File: src/rtl/its_fe_pkg.sv
package its_fe_pkg;

  typedef enum logic [3:0] {
    K_NONE, K_CTLR, K_IDENT, K_TYPE, K_CMDB, K_WPTR, K_RPTR,
    K_DEVB, K_COLB, K_SPARE
  } reg_kind_e;

  localparam logic [31:0] IDENT_WORD   = 32'h5800_034C;
  localparam int          DEV_ENT_LOG2 = 3;  // 8-byte device entries
  localparam int          COL_ENT_LOG2 = 1;  // 2-byte collection entries

  function automatic reg_kind_e decode_offset(input logic [15:0] off);
    reg_kind_e k;
    k = K_NONE;
    if (off[15:3] == 13'h0)                            k = off[2] ? K_IDENT : K_CTLR;
    else if (off[15:3] == 13'h1)                       k = K_TYPE;
    else if (off[15:3] == 13'h10)                      k = K_CMDB;
    else if (off[15:3] == 13'h11)                      k = K_WPTR;
    else if (off[15:3] == 13'h12)                      k = K_RPTR;
    else if (off[15:3] == 13'h20)                      k = K_DEVB;
    else if (off[15:3] == 13'h21)                      k = K_COLB;
    else if (off[15:3] >= 13'h22 && off[15:3] <= 13'h27) k = K_SPARE;
    return k;
  endfunction

  function automatic logic [63:0] merge_half(input logic [63:0] cur,
                                             input logic [63:0] wd,
                                             input logic full, input logic hi);
    if (full) return wd;
    return hi ? {wd[31:0], cur[31:0]} : {cur[63:32], wd[31:0]};
  endfunction

  function automatic logic [31:0] table_entries(input logic [63:0] base,
                                                input int entry_log2);
    logic [31:0] page;
    case (base[9:8])
      2'd0:    page = 32'd4096;
      2'd1:    page = 32'd16384;
      default: page = 32'd65536;
    endcase
    return (page * ({24'd0, base[7:0]} + 32'd1)) >> entry_log2;
  endfunction

  function automatic logic [20:0] queue_bytes(input logic [7:0] pages);
    return ({13'd0, pages} + 21'd1) << 12;
  endfunction

endpackage

File: src/rtl/its_base_sanitizer.sv
module its_base_sanitizer #(
  parameter int KIND = 0  // 0 command base, 1 device table, 2 collection table
) (
  input  logic [63:0] raw_i,
  output logic [63:0] clean_o
);
  logic [63:0] attr;

  always_comb begin
    attr = raw_i;
    if (attr[11:10] == 2'd2)  attr[11:10] = 2'd1;
    if (attr[61:59] <= 3'd1)  attr[61:59] = 3'd3;
    if (attr[55:53] > 3'd1)   attr[55:53] = 3'd1;
  end

  generate
    if (KIND == 0) begin : g_cmd
      assign clean_o = attr;
    end else begin : g_table
      localparam logic [2:0] TYPE_CODE  = (KIND == 1) ? 3'd1 : 3'd4;
      localparam logic [4:0] ENTRY_CODE = (KIND == 1) ? 5'd7 : 5'd1;
      assign clean_o = {attr[63], 1'b0, attr[61:59], TYPE_CODE, attr[55:53],
                        ENTRY_CODE, attr[47:0]};
    end
  endgenerate

endmodule

File: src/rtl/its_cmd_queue_ptrs.sv
module its_cmd_queue_ptrs
  import its_fe_pkg::*;
(
  input  logic        clk,
  input  logic        rst_n,
  input  logic        enable_i,
  input  logic        wptr_we_i,
  input  logic [14:0] wptr_slot_i,
  input  logic        rptr_clear_i,
  input  logic        step_i,
  input  logic [7:0]  buf_pages_i,
  output logic [19:0] wptr_o,
  output logic [19:0] rptr_o
);
  logic [19:0] wptr_q, rptr_q;
  logic [20:0] rptr_next;
  logic        step_ev;

  assign step_ev   = step_i && enable_i && (rptr_q != wptr_q);
  assign rptr_next = {1'b0, rptr_q} + 21'd32;

  always_ff @(posedge clk or negedge rst_n) begin
    if (!rst_n) begin
      wptr_q <= '0;
      rptr_q <= '0;
    end else begin
      if (wptr_we_i) wptr_q <= {wptr_slot_i, 5'd0};
      if (rptr_clear_i)
        rptr_q <= '0;
      else if (step_ev)
        rptr_q <= (rptr_next >= queue_bytes(buf_pages_i)) ? 20'd0 : rptr_next[19:0];
    end
  end

  assign wptr_o = wptr_q;
  assign rptr_o = rptr_q;

  AST_RPTR_CLEARED: assert property (@(posedge clk) disable iff (!rst_n)
    rptr_clear_i |=> (rptr_o == 20'd0));
  AST_RPTR_IN_QUEUE: assert property (@(posedge clk) disable iff (!rst_n)
    {1'b0, rptr_o} < queue_bytes(buf_pages_i));

endmodule

File: src/rtl/its_xlate_regfe.sv
module its_xlate_regfe
  import its_fe_pkg::*;
#(
  parameter int DEVID_BITS      = 16,
  parameter int EVID_BITS       = 16,
  parameter int ITT_ENTRY_BYTES = 8
) (
  input  logic        clk,
  input  logic        rst_n,
  input  logic        req_valid_i,
  input  logic        req_write_i,
  input  logic [15:0] req_addr_i,
  input  logic [1:0]  req_size_i,
  input  logic [63:0] req_wdata_i,
  output logic        rsp_valid_o,
  output logic [63:0] rsp_rdata_o,
  output logic        rsp_fault_o,
  input  logic        walker_busy_i,
  input  logic        rd_step_i,
  output logic        enable_o,
  output logic [63:0] cmd_base_o,
  output logic [19:0] wr_ptr_o,
  output logic [19:0] rd_ptr_o,
  output logic [31:0] dev_entries_o,
  output logic [31:0] coll_entries_o
);
  localparam logic [63:0] TYPE_WORD = 64'd1
    | (64'(ITT_ENTRY_BYTES - 1) << 4)
    | (64'(EVID_BITS - 1) << 8)
    | (64'(DEVID_BITS - 1) << 13);
  localparam logic [32:0] DEV_CAP = 33'd1 << DEVID_BITS;

  reg_kind_e   kind;
  logic        is_w, is_dw, hit32, hit64, ok32, ok64, hi;
  logic        bad_width, acc_ok, wr_ok;
  logic [63:0] cur64, merged, rd_val;
  logic [63:0] san [3];
  logic [63:0] cmd_q, dev_q, coll_q;
  logic        enable_q, all_valid;
  logic        cmdb_wr_ev, devb_wr_ev, colb_wr_ev, wptr_wr_ev, ctlr_wr_ev;
  logic [19:0] wptr, rptr;
  logic [32:0] dev_raw;

  // ---------------- decode and width policing ----------------
  assign kind  = decode_offset(req_addr_i);
  assign is_w  = (req_size_i == 2'd2);
  assign is_dw = (req_size_i == 2'd3);
  assign hi    = req_addr_i[2];
  assign hit32 = (kind == K_CTLR) || (kind == K_IDENT);
  assign hit64 = (kind != K_NONE) && !hit32;
  assign ok32  = is_w && (req_addr_i[1:0] == 2'b00);
  assign ok64  = (is_dw && (req_addr_i[2:0] == 3'b000)) || ok32;

  assign bad_width = req_valid_i && ((hit32 && !ok32) || (hit64 && !ok64));
  assign acc_ok    = req_valid_i && !bad_width;
  assign wr_ok     = acc_ok && req_write_i;

  // ---------------- current value and merge ----------------
  always_comb begin
    case (kind)
      K_TYPE:  cur64 = TYPE_WORD;
      K_CMDB:  cur64 = cmd_q;
      K_WPTR:  cur64 = {44'd0, wptr};
      K_RPTR:  cur64 = {44'd0, rptr};
      K_DEVB:  cur64 = dev_q;
      K_COLB:  cur64 = coll_q;
      default: cur64 = 64'd0;
    endcase
  end

  assign merged = merge_half(cur64, req_wdata_i, is_dw, hi);

  generate
    for (genvar k = 0; k < 3; k++) begin : g_san
      its_base_sanitizer #(.KIND(k)) u_san (.raw_i(merged), .clean_o(san[k]));
    end
  endgenerate

  // ---------------- write events ----------------
  assign all_valid  = cmd_q[63] && dev_q[63] && coll_q[63];
  assign cmdb_wr_ev = wr_ok && (kind == K_CMDB) && !enable_q;
  assign devb_wr_ev = wr_ok && (kind == K_DEVB) && !enable_q;
  assign colb_wr_ev = wr_ok && (kind == K_COLB) && !enable_q;
  assign wptr_wr_ev = wr_ok && (kind == K_WPTR);
  assign ctlr_wr_ev = wr_ok && (kind == K_CTLR);

  always_ff @(posedge clk or negedge rst_n) begin
    if (!rst_n) begin
      cmd_q    <= '0;
      dev_q    <= '0;
      coll_q   <= '0;
      enable_q <= 1'b0;
    end else begin
      if (cmdb_wr_ev) cmd_q  <= san[0];
      if (devb_wr_ev) dev_q  <= san[1];
      if (colb_wr_ev) coll_q <= san[2];
      if (ctlr_wr_ev) begin
        if (!req_wdata_i[0])   enable_q <= 1'b0;
        else if (!enable_q)    enable_q <= all_valid;
      end
    end
  end

  its_cmd_queue_ptrs u_ptrs (
    .clk          (clk),
    .rst_n        (rst_n),
    .enable_i     (enable_q),
    .wptr_we_i    (wptr_wr_ev),
    .wptr_slot_i  (merged[19:5]),
    .rptr_clear_i (cmdb_wr_ev),
    .step_i       (rd_step_i),
    .buf_pages_i  (cmd_q[7:0]),
    .wptr_o       (wptr),
    .rptr_o       (rptr)
  );

  // ---------------- read path and response ----------------
  always_comb begin
    case (kind)
      K_CTLR:  rd_val = {32'd0, (wptr == rptr) && !walker_busy_i, 30'd0, enable_q};
      K_IDENT: rd_val = {32'd0, IDENT_WORD};
      default: rd_val = is_dw ? cur64 : (hi ? {32'd0, cur64[63:32]} : {32'd0, cur64[31:0]});
    endcase
  end

  always_ff @(posedge clk or negedge rst_n) begin
    if (!rst_n) begin
      rsp_valid_o <= 1'b0;
      rsp_rdata_o <= '0;
      rsp_fault_o <= 1'b0;
    end else begin
      rsp_valid_o <= req_valid_i;
      rsp_fault_o <= bad_width;
      rsp_rdata_o <= (acc_ok && !req_write_i) ? rd_val : 64'd0;
    end
  end

  // ---------------- derived outputs ----------------
  assign dev_raw = {1'b0, table_entries(dev_q, DEV_ENT_LOG2)};
  assign dev_entries_o  = !dev_q[63] ? 32'd0 : (dev_raw > DEV_CAP ? DEV_CAP[31:0] : dev_raw[31:0]);
  assign coll_entries_o = !coll_q[63] ? 32'd0 : table_entries(coll_q, COL_ENT_LOG2);
  assign enable_o   = enable_q;
  assign cmd_base_o = cmd_q;
  assign wr_ptr_o   = wptr;
  assign rd_ptr_o   = rptr;

  // ---------------- assertions ----------------
  AST_ENABLE_NEEDS_VALID: assert property (@(posedge clk) disable iff (!rst_n)
    enable_o |-> (cmd_q[63] && dev_q[63] && coll_q[63]));
  AST_BASES_FROZEN: assert property (@(posedge clk) disable iff (!rst_n)
    (enable_o && $past(enable_o)) |-> ($stable(cmd_q) && $stable(dev_q) && $stable(coll_q)));
  AST_NO_OUTER_SHARE: assert property (@(posedge clk) disable iff (!rst_n)
    (cmd_q[11:10] != 2'd2) && (dev_q[11:10] != 2'd2) && (coll_q[11:10] != 2'd2));
  AST_NO_INDIRECT: assert property (@(posedge clk) disable iff (!rst_n)
    !dev_q[62] && !coll_q[62]);
  AST_DEV_CLAMP: assert property (@(posedge clk) disable iff (!rst_n)
    {1'b0, dev_entries_o} <= DEV_CAP);
  AST_FAULT_ZERO_DATA: assert property (@(posedge clk) disable iff (!rst_n)
    rsp_fault_o |-> (rsp_valid_o && rsp_rdata_o == 64'd0));

endmodule

File: config.mk
export PLATFORM = sky130hd
export DESIGN_NAME = its_xlate_regfe
export DESIGN_NICKNAME = d
export VERILOG_FILES = /design/src/rtl/its_fe_pkg.sv /design/src/rtl/its_base_sanitizer.sv /design/src/rtl/its_cmd_queue_ptrs.sv /design/src/rtl/its_xlate_regfe.sv
export SDC_FILE = /design/constraint.sdc
export NUM_CORES = 1
export LEC_CHECK = 0
export BUFFER_PORTS_ARGS = -buffer_cell sky130_fd_sc_hd__buf_2
export CAP_MARGIN = 15
export CORE_AREA = 2 2 227 229
export DETAILED_ROUTE_END_ITERATION = 8
export DIE_AREA = 0 0 229 231
export PLACE_DENSITY = 0.64
export SLEW_MARGIN = 10
export SYNTH_ARGS = -nofsm -noshare
export SYNTH_HDL_FRONTEND = slang
export SYNTH_SLANG_ARGS = --single-unit
File: constraint.sdc
create_clock -name clk -period 10.5 [get_ports clk]
set_input_delay 1.05 -clock clk [delete_from_list [all_inputs] [get_ports clk]]
set_output_delay 1.05 -clock clk [all_outputs]
set_load 0.03 [all_outputs]
After elaboration in Yosys (flattened, before gate mapping)
Cells that the tools add are included.
{"block": "classes", "add_sub_neg": 4, "multipliers": 2, "order_cmp": 6, "eq_ne": 21, "muxes": 31, "n_reduce_logical": 40}
{"operator": "64-bit case mux with 6 select lines", "count": 1}
{"operator": "64-bit two-way mux", "count": 5}
{"operator": "64-bit case mux with 2 select lines", "count": 1}
{"operator": "17-bit case mux with 2 select lines", "count": 2}
{"operator": "32-bit by 9-bit multiplier with 32-bit output", "count": 2}
{"operator": "20-bit two-way mux", "count": 3}
{"operator": "29-bit two-way mux", "count": 2}
{"operator": "13-bit by 5-bit == test with 1-bit output, second input constant", "count": 3}
{"operator": "32-bit two-way mux", "count": 1}
{"operator": "4-bit two-way mux", "count": 8}
{"operator": "31-bit two-way mux", "count": 1}
{"operator": "29-bit by 17-bit > comparator with 1-bit output, second input constant", "count": 1}
{"operator": "8-bit by 1-bit adder with 9-bit output, second input constant", "count": 3}
{"operator": "13-bit by 6-bit == test with 1-bit output, second input constant", "count": 2}
{"operator": "1-bit logical AND", "count": 23}
{"operator": "20-bit by 6-bit adder with 21-bit output, second input constant", "count": 1}
{"operator": "21-bit greater-or-equal comparator", "count": 1}
{"operator": "20-bit == test", "count": 1}
{"operator": "20-bit != test", "count": 1}
{"operator": "4-bit by 3-bit == test with 1-bit output, second input constant", "count": 4}
{"operator": "13-bit by 1-bit == test with 1-bit output, second input constant", "count": 1}
{"operator": "13-bit by 6-bit greater-or-equal comparator with 1-bit output, second input constant", "count": 1}
{"operator": "13-bit by 6-bit less-or-equal comparator with 1-bit output, second input constant", "count": 1}
{"operator": "13-bit zero test", "count": 1}
{"operator": "other kinds (16)", "count": 34}
{"block": "word_totals", "ff_bits": 282, "input_bits": 88, "out_inout_bits": 235}

Longest topological paths before layout
Gate-level depths: netlist of run 1.
{"block": "depth", "ltp_word": 23, "ltp_mapped": 18, "ltp_nobuf": 18}

Modules after synthesis
Synthesis of run 1 repeated with hierarchy kept, for this count alone.
{"block": "hier_totals", "cells_unflattened": 1945, "area_unflattened_um2": 18656.6}
{"module": "its_xlate_regfe", "instances": 1, "cells_per_inst": 1525, "area_per_inst_um2": 15023.2, "seq_area_each_um2": 6481.2}
{"module": "its_cmd_queue_ptrs", "instances": 1, "cells_per_inst": 223, "area_per_inst_um2": 2199.6, "seq_area_each_um2": 750.7}
{"module": "its_base_sanitizer at g_san[1].u_san ...", "instances": 2, "cells_per_inst": 66, "area_per_inst_um2": 479.2, "seq_area_each_um2": 0.0}
{"module": "its_base_sanitizer at g_san[0].u_san", "instances": 1, "cells_per_inst": 65, "area_per_inst_um2": 475.5, "seq_area_each_um2": 0.0}

Least setup slack after synthesis of run 1
OpenSTA, ideal clock, no wires.
{"block": "synth_path", "kind": "flip-flop to output port", "startpoint": "register dev_q[0]", "endpoint": "output port dev_entries_o[12]", "arrival_ps": 4969, "required_ps": 9450, "path_slack_ps": 4481, "stages_incl_launch_ff": 18, "path_buffers": 0, "path_cell_list": "dfrtp_1 and3_1 nand3_1 xor2_1 nor2_1 ha_1 ha_1 ha_1 inv_1 fa_1 inv_1 fa_1 a211oi_1 nor3b_1 or4b_2 o211ai_1 nand3_1 nor4_1"}
{"block": "synth_between", "elab_chain_len": 5}
{"item": "from (decl)", "line_no": "its_xlate_regfe.sv:38", "source": "logic [63:0] cmd_q, dev_q, coll_q;"}
{"item": "from (signal assigned)", "line_no": "its_xlate_regfe.sv:95", "source": "if (devb_wr_ev) dev_q <= san[1];"}
{"item": "8-bit by 1-bit adder with 9-bit output *", "line_no": "its_fe_pkg.sv:41", "source": "return (page * ({24'd0, base[7:0]} + 32'd1)) >> entry_log2;"}
{"item": "32-bit by 9-bit multiplier with 32-bit output *", "line_no": "its_fe_pkg.sv:41"}
{"item": "29-bit by 17-bit > comparator with 1-bit output", "line_no": "its_xlate_regfe.sv:140", "source": "assign dev_entries_o = !dev_q[63] ? 32'd0 : (dev_raw > DEV_CAP ? DEV_CAP[31:0] : dev_raw[31:0]);"}
{"item": "29-bit two-way mux * (2 in a row)", "line_no": "its_xlate_regfe.sv:140"}
{"item": "to (decl)", "line_no": "its_xlate_regfe.sv:24", "source": "output logic [31:0] dev_entries_o,"}
Mark *: on every way between the ends. The rest lies on a longest branch, timed or not.

Worst setup path in the final report of run 1
{"block": "layout_path", "startpoint": "register dev_q[9]", "endpoint": "output port dev_entries_o[10]"}
{"block": "layout_between", "elab_chain_len": 6, "elab_cells_between_ends": 7, "cone_classes": "mul (1); order compare (1); eq/ne (1); mux (3); reduce/logical (1)"}
{"item": "2-bit by 1-bit == test with 1-bit output or 2-bit zero test (tied branches)", "line_no": "its_fe_pkg.sv:36", "source": "case (base[9:8])"}
{"item": "17-bit case mux with 2 select lines *", "line_no": "its_fe_pkg.sv:36"}
{"item": "32-bit by 9-bit multiplier with 32-bit output *", "line_no": "its_fe_pkg.sv:41"}
{"item": "29-bit by 17-bit > comparator with 1-bit output", "line_no": "its_xlate_regfe.sv:140"}
{"item": "29-bit two-way mux * (2 in a row)", "line_no": "its_xlate_regfe.sv:140"}
Marks and branches as above.

==> flow_summary.toml, run 1 <==
[die]
floorplan.die.height_um = 231
design.die.area_mm2 = 0.0529
starting_density = 0.335
core-area_mm2 = 0.0507
rows = 83
chipWidth_um = 229
ios = 323

[critical_path]
setup.worst_path.end_class = "primary output"
arrival_time_of_data_at_the_critical_path_endpoint_ns = 5.63
crit_type = "reg -> out"
crit_path_max_fanout = 10
required_ns = 9.45
start_kind = "flop"

[cts]
cts_post_setup_buffers_inserted = 0
cts.root.buffer_cell = "sky130_fd_sc_hd__clkbuf_16"
ctsHoldBuffers = 0
numClockSinks = 273
clkTransAtPathRegs_ns = 0.07
htreeDepth = 1
tritoncts = "built"
cts_inserted_buffers = 28
cts-root-to-sink-buffers = 3
clk_latency_ns = 0.56
cts_resized = 0

[placement]
gp_congestion = 0.891
port_buffers = 271
place_area_mm2 = 0.0188
post-place-ws_ns = 4.42
place.detailed.hpwl_um = 43600

[sta]
rsz0062_at_grt = "false"
final_max_slew_viol_count = 0
timing_hold_violations_final = 0
clock_skew_ns = 0.00719
timing.max_slew.rel_slack = 0.211
post-route-period-util = 0.636
maxClockFrequency_ghz = 0.150
min_period_ns = 6.68
finalWorstSetupSlack_ns = 3.82
timing.final.setup_violations = 0
finalHoldWorstSlack_ns = 0.451
setup-tns-final_ns = 0
worstMarginPinSlew_ns = 1.18

[logic_synthesis]
yosys.area.top_type_share = 0.402
synth.lib_cells_used.distinct = 77
synth_area_mm2 = 0.0170
async_flop_share = 1.00
ys.warnings.count = 0
syn_area_per_cell_um2 = 9.86
yosys_register_bits = 273
synth_area_leaders = "sky130_fd_sc_hd__dfrtp_1 (40%), sky130_fd_sc_hd__mux2_2 (13%), sky130_fd_sc_hd__ha_1 (6.0%)"
post_synth_edffs = 0
ys_dominant_reg_cell = "sky130_fd_sc_hd__dfrtp_1"
synthCells = 1725
netlist.top_cell.by_area = "sky130_fd_sc_hd__dfrtp_1"
synth-seq-area-share = 0.402

[power]
p_leak_nw = 10.1
vdd_drop_max_v = 0.000104
power.density_mw_per_mm2 = 118

[detailed_routing]
dr_total_vias = 14526
route.final.wire_length_um = 60300
detail_route.wl_per_cell_um = 22.8
ant_nets = 0
drt_iter0_markers = 1162
drt-pass1-iter-count = 8
drt-vias-per-instance = 5.48
detailed_route_drc_error_count = 0

[global_route]
maximum_number_of_pins_on_one_net_before_global_route_repair = 80
global_route_wire_length_before_repair_um = 89600
grt_antenna_before_repair = 11
grt_usage = 0.221
grt_overflow = 0
grt_pass1_vias = 14250

[cells_and_area]
fillCellCount = 5154
layout-drive-gt1-share = 0.290
finalInstanceArea_mm2 = 0.0198
layout.core_utilization = 0.391
area_growth_pct = 16.4
final_nets = 2120
multi_input_area_mm2 = 0.00928
regArea_mm2 = 0.00683

[run_status]
status = "finished, final reports clean"

[flow_run]
cap_violations = 0

[worst_hold_path]
worstHoldPathType = "in -> async"
-- path summary, 6_finish.rpt --
path                       cells past startpoint  slack [ns]             start           endpoint
setup / recovery                              17        3.82          dev_q[9]  dev_entries_o[10]
hold / removal                                 1        0.45             rst_n    rsp_rdata_o[45]
setup reg to reg                              12        6.10  u_ptrs.rptr_o[5]  u_ptrs.rptr_o[11]
max in group asynchronous                      2        8.67             rst_n         coll_q[32]
hold reg to reg                                1        0.49         dev_q[54]          dev_q[54]
min in group clk                               1        0.49         dev_q[54]          dev_q[54]
-- critical path, stage by stage, from the launching register on --
cell	delay, ns
sky130_fd_sc_hd__dfrtp_1	0.42
sky130_fd_sc_hd__clkinv_1	0.29
sky130_fd_sc_hd__nand2_1	0.32
sky130_fd_sc_hd__nor2_1	0.09
sky130_fd_sc_hd__ha_1	0.20
sky130_fd_sc_hd__ha_1	0.29
sky130_fd_sc_hd__ha_1	0.28
sky130_fd_sc_hd__inv_1	0.06
sky130_fd_sc_hd__fa_1	0.53
sky130_fd_sc_hd__inv_1	0.07
sky130_fd_sc_hd__fa_1	0.47
sky130_fd_sc_hd__a211oi_1	0.33
sky130_fd_sc_hd__nor3b_1	0.15
sky130_fd_sc_hd__or4b_2	0.62
sky130_fd_sc_hd__o211ai_1	0.13
sky130_fd_sc_hd__nand4b_1	0.28
sky130_fd_sc_hd__nor3b_1	0.30
sky130_fd_sc_hd__buf_2	0.24
-- power breakdown --
part	total, W	internal (W)	switching, W
Clock	0.00110	0.000652	0.000450
Combinational	0.000180	0.0000394	0.000141
Sequential	0.00105	0.00105	0.00000131
-- cells in the final DEF, fill, tap and decap left out, types with 8 or more instances in the layout --
master,count
sky130_fd_sc_hd__o21ai_0,50
sky130_fd_sc_hd__nand2b_1,10
sky130_fd_sc_hd__a221oi_1,16
sky130_fd_sc_hd__dfrtp_1,273
sky130_fd_sc_hd__nand4_1,19
sky130_fd_sc_hd__nor3_1,25
sky130_fd_sc_hd__o211ai_1,11
sky130_fd_sc_hd__nand3b_1,36
sky130_fd_sc_hd__diode_2,8
sky130_fd_sc_hd__nand3_1,51
sky130_fd_sc_hd__xor2_1,16
sky130_fd_sc_hd__mux2i_1,22
sky130_fd_sc_hd__inv_1,61
sky130_fd_sc_hd__ha_1,81
sky130_fd_sc_hd__nor2_1,155
sky130_fd_sc_hd__nor4_1,18
sky130_fd_sc_hd__a211oi_1,15
sky130_fd_sc_hd__fa_1,12
sky130_fd_sc_hd__buf_4,28
sky130_fd_sc_hd__nor2b_1,9
sky130_fd_sc_hd__a211o_1,8
sky130_fd_sc_hd__clkinv_2,10
sky130_fd_sc_hd__mux2_2,191
sky130_fd_sc_hd__o211a_1,11
sky130_fd_sc_hd__nand2_1,119
sky130_fd_sc_hd__a22oi_1,40
sky130_fd_sc_hd__clkbuf_16,29
sky130_fd_sc_hd__o2bb2ai_1,19
sky130_fd_sc_hd__or2_2,9
sky130_fd_sc_hd__and4_1,8
sky130_fd_sc_hd__and2_1,27
sky130_fd_sc_hd__buf_2,270
sky130_fd_sc_hd__o21a_1,12
sky130_fd_sc_hd__and3_1,23
sky130_fd_sc_hd__a31oi_1,16
sky130_fd_sc_hd__conb_1,51
sky130_fd_sc_hd__a21oi_1,76
sky130_fd_sc_hd__xnor2_1,31
-- metal layers --
layer	share of wire	track usage	up-vias
li1	-	-	6529
met1	0.43	0.297	7228
met2	0.46	0.351	646
met3	0.081	0.0463	115
met4	0.035	0.0818	8
met5	0.00091	0	-
-- flip-flops by register name, summed over array words and instances (netlist names) --
name / cells
cmd_base_o: 64
dev_q: 56
coll_q: 56
enable_o: 1
u_ptrs.wptr_o: 15
rsp_fault_o: 1
rsp_rdata_o: 64
rsp_valid_o: 1
u_ptrs.rptr_o: 15
-- cell families after synthesis --
group,synth area share
flops,0.402
mux,0.141
simple gates,0.168
fa+ha+maj,0.0737
other cells,0.000221
buf+inv,0.0658
compound gates,0.126
xor+xnor,0.0242
-- synth_stat cells, types with 16 or more instances --
master / number
sky130_fd_sc_hd__buf_4: 52
sky130_fd_sc_hd__mux2_2: 191
sky130_fd_sc_hd__a221oi_1: 16
sky130_fd_sc_hd__o21ai_0: 50
sky130_fd_sc_hd__and3_1: 23
sky130_fd_sc_hd__a21oi_1: 76
sky130_fd_sc_hd__nor3_1: 25
sky130_fd_sc_hd__a22oi_1: 40
sky130_fd_sc_hd__nand4_1: 19
sky130_fd_sc_hd__o2bb2ai_1: 19
sky130_fd_sc_hd__nand3b_1: 36
sky130_fd_sc_hd__dfrtp_1: 273
sky130_fd_sc_hd__buf_2: 26
sky130_fd_sc_hd__ha_1: 81
sky130_fd_sc_hd__xnor2_1: 31
sky130_fd_sc_hd__xor2_1: 16
sky130_fd_sc_hd__and2_1: 27
sky130_fd_sc_hd__nor2_1: 156
sky130_fd_sc_hd__nand2_1: 122
sky130_fd_sc_hd__inv_1: 61
sky130_fd_sc_hd__nand3_1: 51
sky130_fd_sc_hd__mux2i_1: 22
sky130_fd_sc_hd__a31oi_1: 16
sky130_fd_sc_hd__clkbuf_1: 78
sky130_fd_sc_hd__nor4_1: 18
-- final cells by class --
type,instances,share of cell area
inverters,64,0.0121
diodes,8,0.00101
clock inverters,20,0.0131
well taps,680,0.0430
flip-flops and latches,273,0.345
multi-input cells,1273,0.469
repair buffers,299,0.0797
clock buffers,32,0.0372
-- stage by stage --
stage	total power, W	std cells
after floorplan	0.00118	1775
after global placement	0.00125	2589
after detailed placement	0.00125	2589
after CTS	0.00234	2641
after global routing	0.00240	2645
final	0.00234	2649
Power figures use the tool's default switching activity.
==> run 2: changes to the inputs <==
Clock period 10.5 ns to 7 ns, I/O delays scaled along.
==> run 2 against run 1 <==
Effect of this change: routed wire length fell by 0.75%; sequential power is 50% higher; register-to-register slack got worse by 3.9 ns; die area stayed put; cell area up 0.81%; sequential share of layout area decreased by 0.28 points; non-clock buffer count decreased by 2; hold slack got worse by 0.33 ns; worst setup slack lost 3.1 ns; critical path type unchanged.
==> flow_summary.toml, run 2 (synthesized netlist as in run 1, its figures left out) <==
[cells_and_area]
layout.core_utilization = 0.394
final_nets = 2119
fillCellCount = 5024
multi_input_area_mm2 = 0.00928
regArea_mm2 = 0.00683
layout-drive-gt1-share = 0.289
final_common_cell = "sky130_fd_sc_hd__dfrtp_1"
area_growth_pct = 17.4
mostFrequentLayoutCells = "sky130_fd_sc_hd__dfrtp_1 (273), sky130_fd_sc_hd__buf_2 (270), sky130_fd_sc_hd__mux2_2 (191)"

[placement]
port_buffers = 271
gp_congestion = 0.898
place.detailed.hpwl_um = 43700
post-place-ws_ns = 1.28

[global_route]
grt_overflow = 0
grt_pass1_vias = 14116
grt_usage = 0.220
grt_antenna_before_repair = 9
maximum_number_of_pins_on_one_net_before_global_route_repair = 184
global_route_wire_length_before_repair_um = 89200

[detailed_routing]
drt_iter0_markers = 1390
detailroute.wirelength.met2_um = 27500
dr_total_vias = 14551
topRoutingLayerUsed = "met5"
drt-pass1-iter-count = 7
ant_nets = 0
drt-met1-wl_um = 26100
dr_wl_met3_um = 4500
detailed_route_drc_error_count = 0
detail_route.wl_per_cell_um = 22.6
route.final.wire_length_um = 59900
drt-vias-per-instance = 5.50

[die]
rows = 83
floorplan.die.height_um = 231
ios = 323
design.die.area_mm2 = 0.0529
starting_density = 0.335
core-area_mm2 = 0.0507
chipWidth_um = 229

[worst_hold_path]
worstHoldPathType = "in -> async"

[critical_path]
required_ns = 6.30
crit_type = "reg -> out"
setup.worst_path.end_class = "primary output"
regToRegSetupSlack_ns = 2.16
crit_path_max_fanout = 10
rr_endpoint = "u_ptrs.rptr_o[14]"
rr_startpoint = "u_ptrs.rptr_o[5]"
arrival_time_of_data_at_the_critical_path_endpoint_ns = 5.59
start_kind = "flop"
timing.reg2reg.worst_path_depth = 12

[sta]
finalHoldWorstSlack_ns = 0.117
final_max_slew_viol_count = 0
maxClockFrequency_ghz = 0.159
timing_hold_violations_final = 0
worstMarginPinSlew_ns = 1.16
clock_skew_ns = 0.0177
finalWorstSetupSlack_ns = 0.707
post-route-period-util = 0.899
timing.max_slew.rel_slack = 0.219
setup-tns-final_ns = 0
rsz0062_at_grt = "false"
timing.final.setup_violations = 0
min_period_ns = 6.29

[cts]
cts-root-to-sink-buffers = 3
clk_latency_ns = 0.58
cts.root.buffer_cell = "sky130_fd_sc_hd__clkbuf_16"
tritoncts = "built"
cts_post_setup_buffers_inserted = 0
numClockSinks = 273
cts_inserted_buffers = 29
cts_resized = 0
ctsHoldBuffers = 0
clkTransAtPathRegs_ns = 0.06
htreeDepth = 1

[power]
power.density_mw_per_mm2 = 186
p_leak_nw = 10.2
design_power_total_w = 0.00370
vdd_drop_max_v = 0.000181

[run_status]
status = "finished, final reports clean"

[flow_run]
cap_violations = 0
run 2: how the worst max path moves through the flow:
stage	startpoint	endpoint	slack, ns	cells after the start
final	dev_q[9]	dev_entries_o[10]	0.71	17
after detailed placement	dev_q[9]	dev_entries_o[10]	1.28	17
after CTS	dev_q[9]	dev_entries_o[10]	0.65	17
after global placement	dev_q[0]	dev_entries_o[10]	1.33	18
after floorplan	dev_q[0]	dev_entries_o[12]	1.33	17
after global routing	dev_q[9]	dev_entries_o[10]	0.25	17
run 2: layout make-up:
cell class	count	share of cell area
repair buffers	297	0.0801
multi-input cells	1273	0.465
clock buffers	33	0.0376
clock inverters	20	0.0194
diodes	7	0.000878
flip-flops and latches	273	0.342
inverters	64	0.0120
well taps	680	0.0426
run 2: metal layers:
layer	vias up	GRT usage
met4	6	0.0733
met3	107	0.0347
met1	7216	0.304
li1	6537	-
met2	685	0.349
met5	-	0
run 2: report_power, final:
| part | internal [W] | switching [W] |
|---|---|---|
| registers | 0.00158 | 0.00000195 |
| logic | 0.0000591 | 0.000212 |
| clock network | 0.00117 | 0.000676 |
run 2: through the flow:
step,instances,cell area [µm²]
after floorplan,1775,17200
after global placement,2587,18800
after detailed placement,2587,18800
after CTS,2640,19900
after global routing,2643,19900
final,2647,20000
run 2: worst max-delay path, stage by stage (launching register included):
cell and delay, ns:
sky130_fd_sc_hd__dfrtp_1 0.43, sky130_fd_sc_hd__clkinv_1 0.30, sky130_fd_sc_hd__nand2_1 0.33, sky130_fd_sc_hd__nor2_1 0.09
sky130_fd_sc_hd__ha_1 0.20, sky130_fd_sc_hd__ha_1 0.29, sky130_fd_sc_hd__ha_1 0.28, sky130_fd_sc_hd__inv_1 0.05
sky130_fd_sc_hd__fa_1 0.53, sky130_fd_sc_hd__inv_1 0.07, sky130_fd_sc_hd__fa_1 0.46, sky130_fd_sc_hd__a211oi_1 0.32
sky130_fd_sc_hd__nor3b_1 0.15, sky130_fd_sc_hd__or4b_2 0.62, sky130_fd_sc_hd__o211ai_1 0.13, sky130_fd_sc_hd__nand4b_1 0.27
sky130_fd_sc_hd__nor3b_1 0.26, sky130_fd_sc_hd__buf_2 0.23
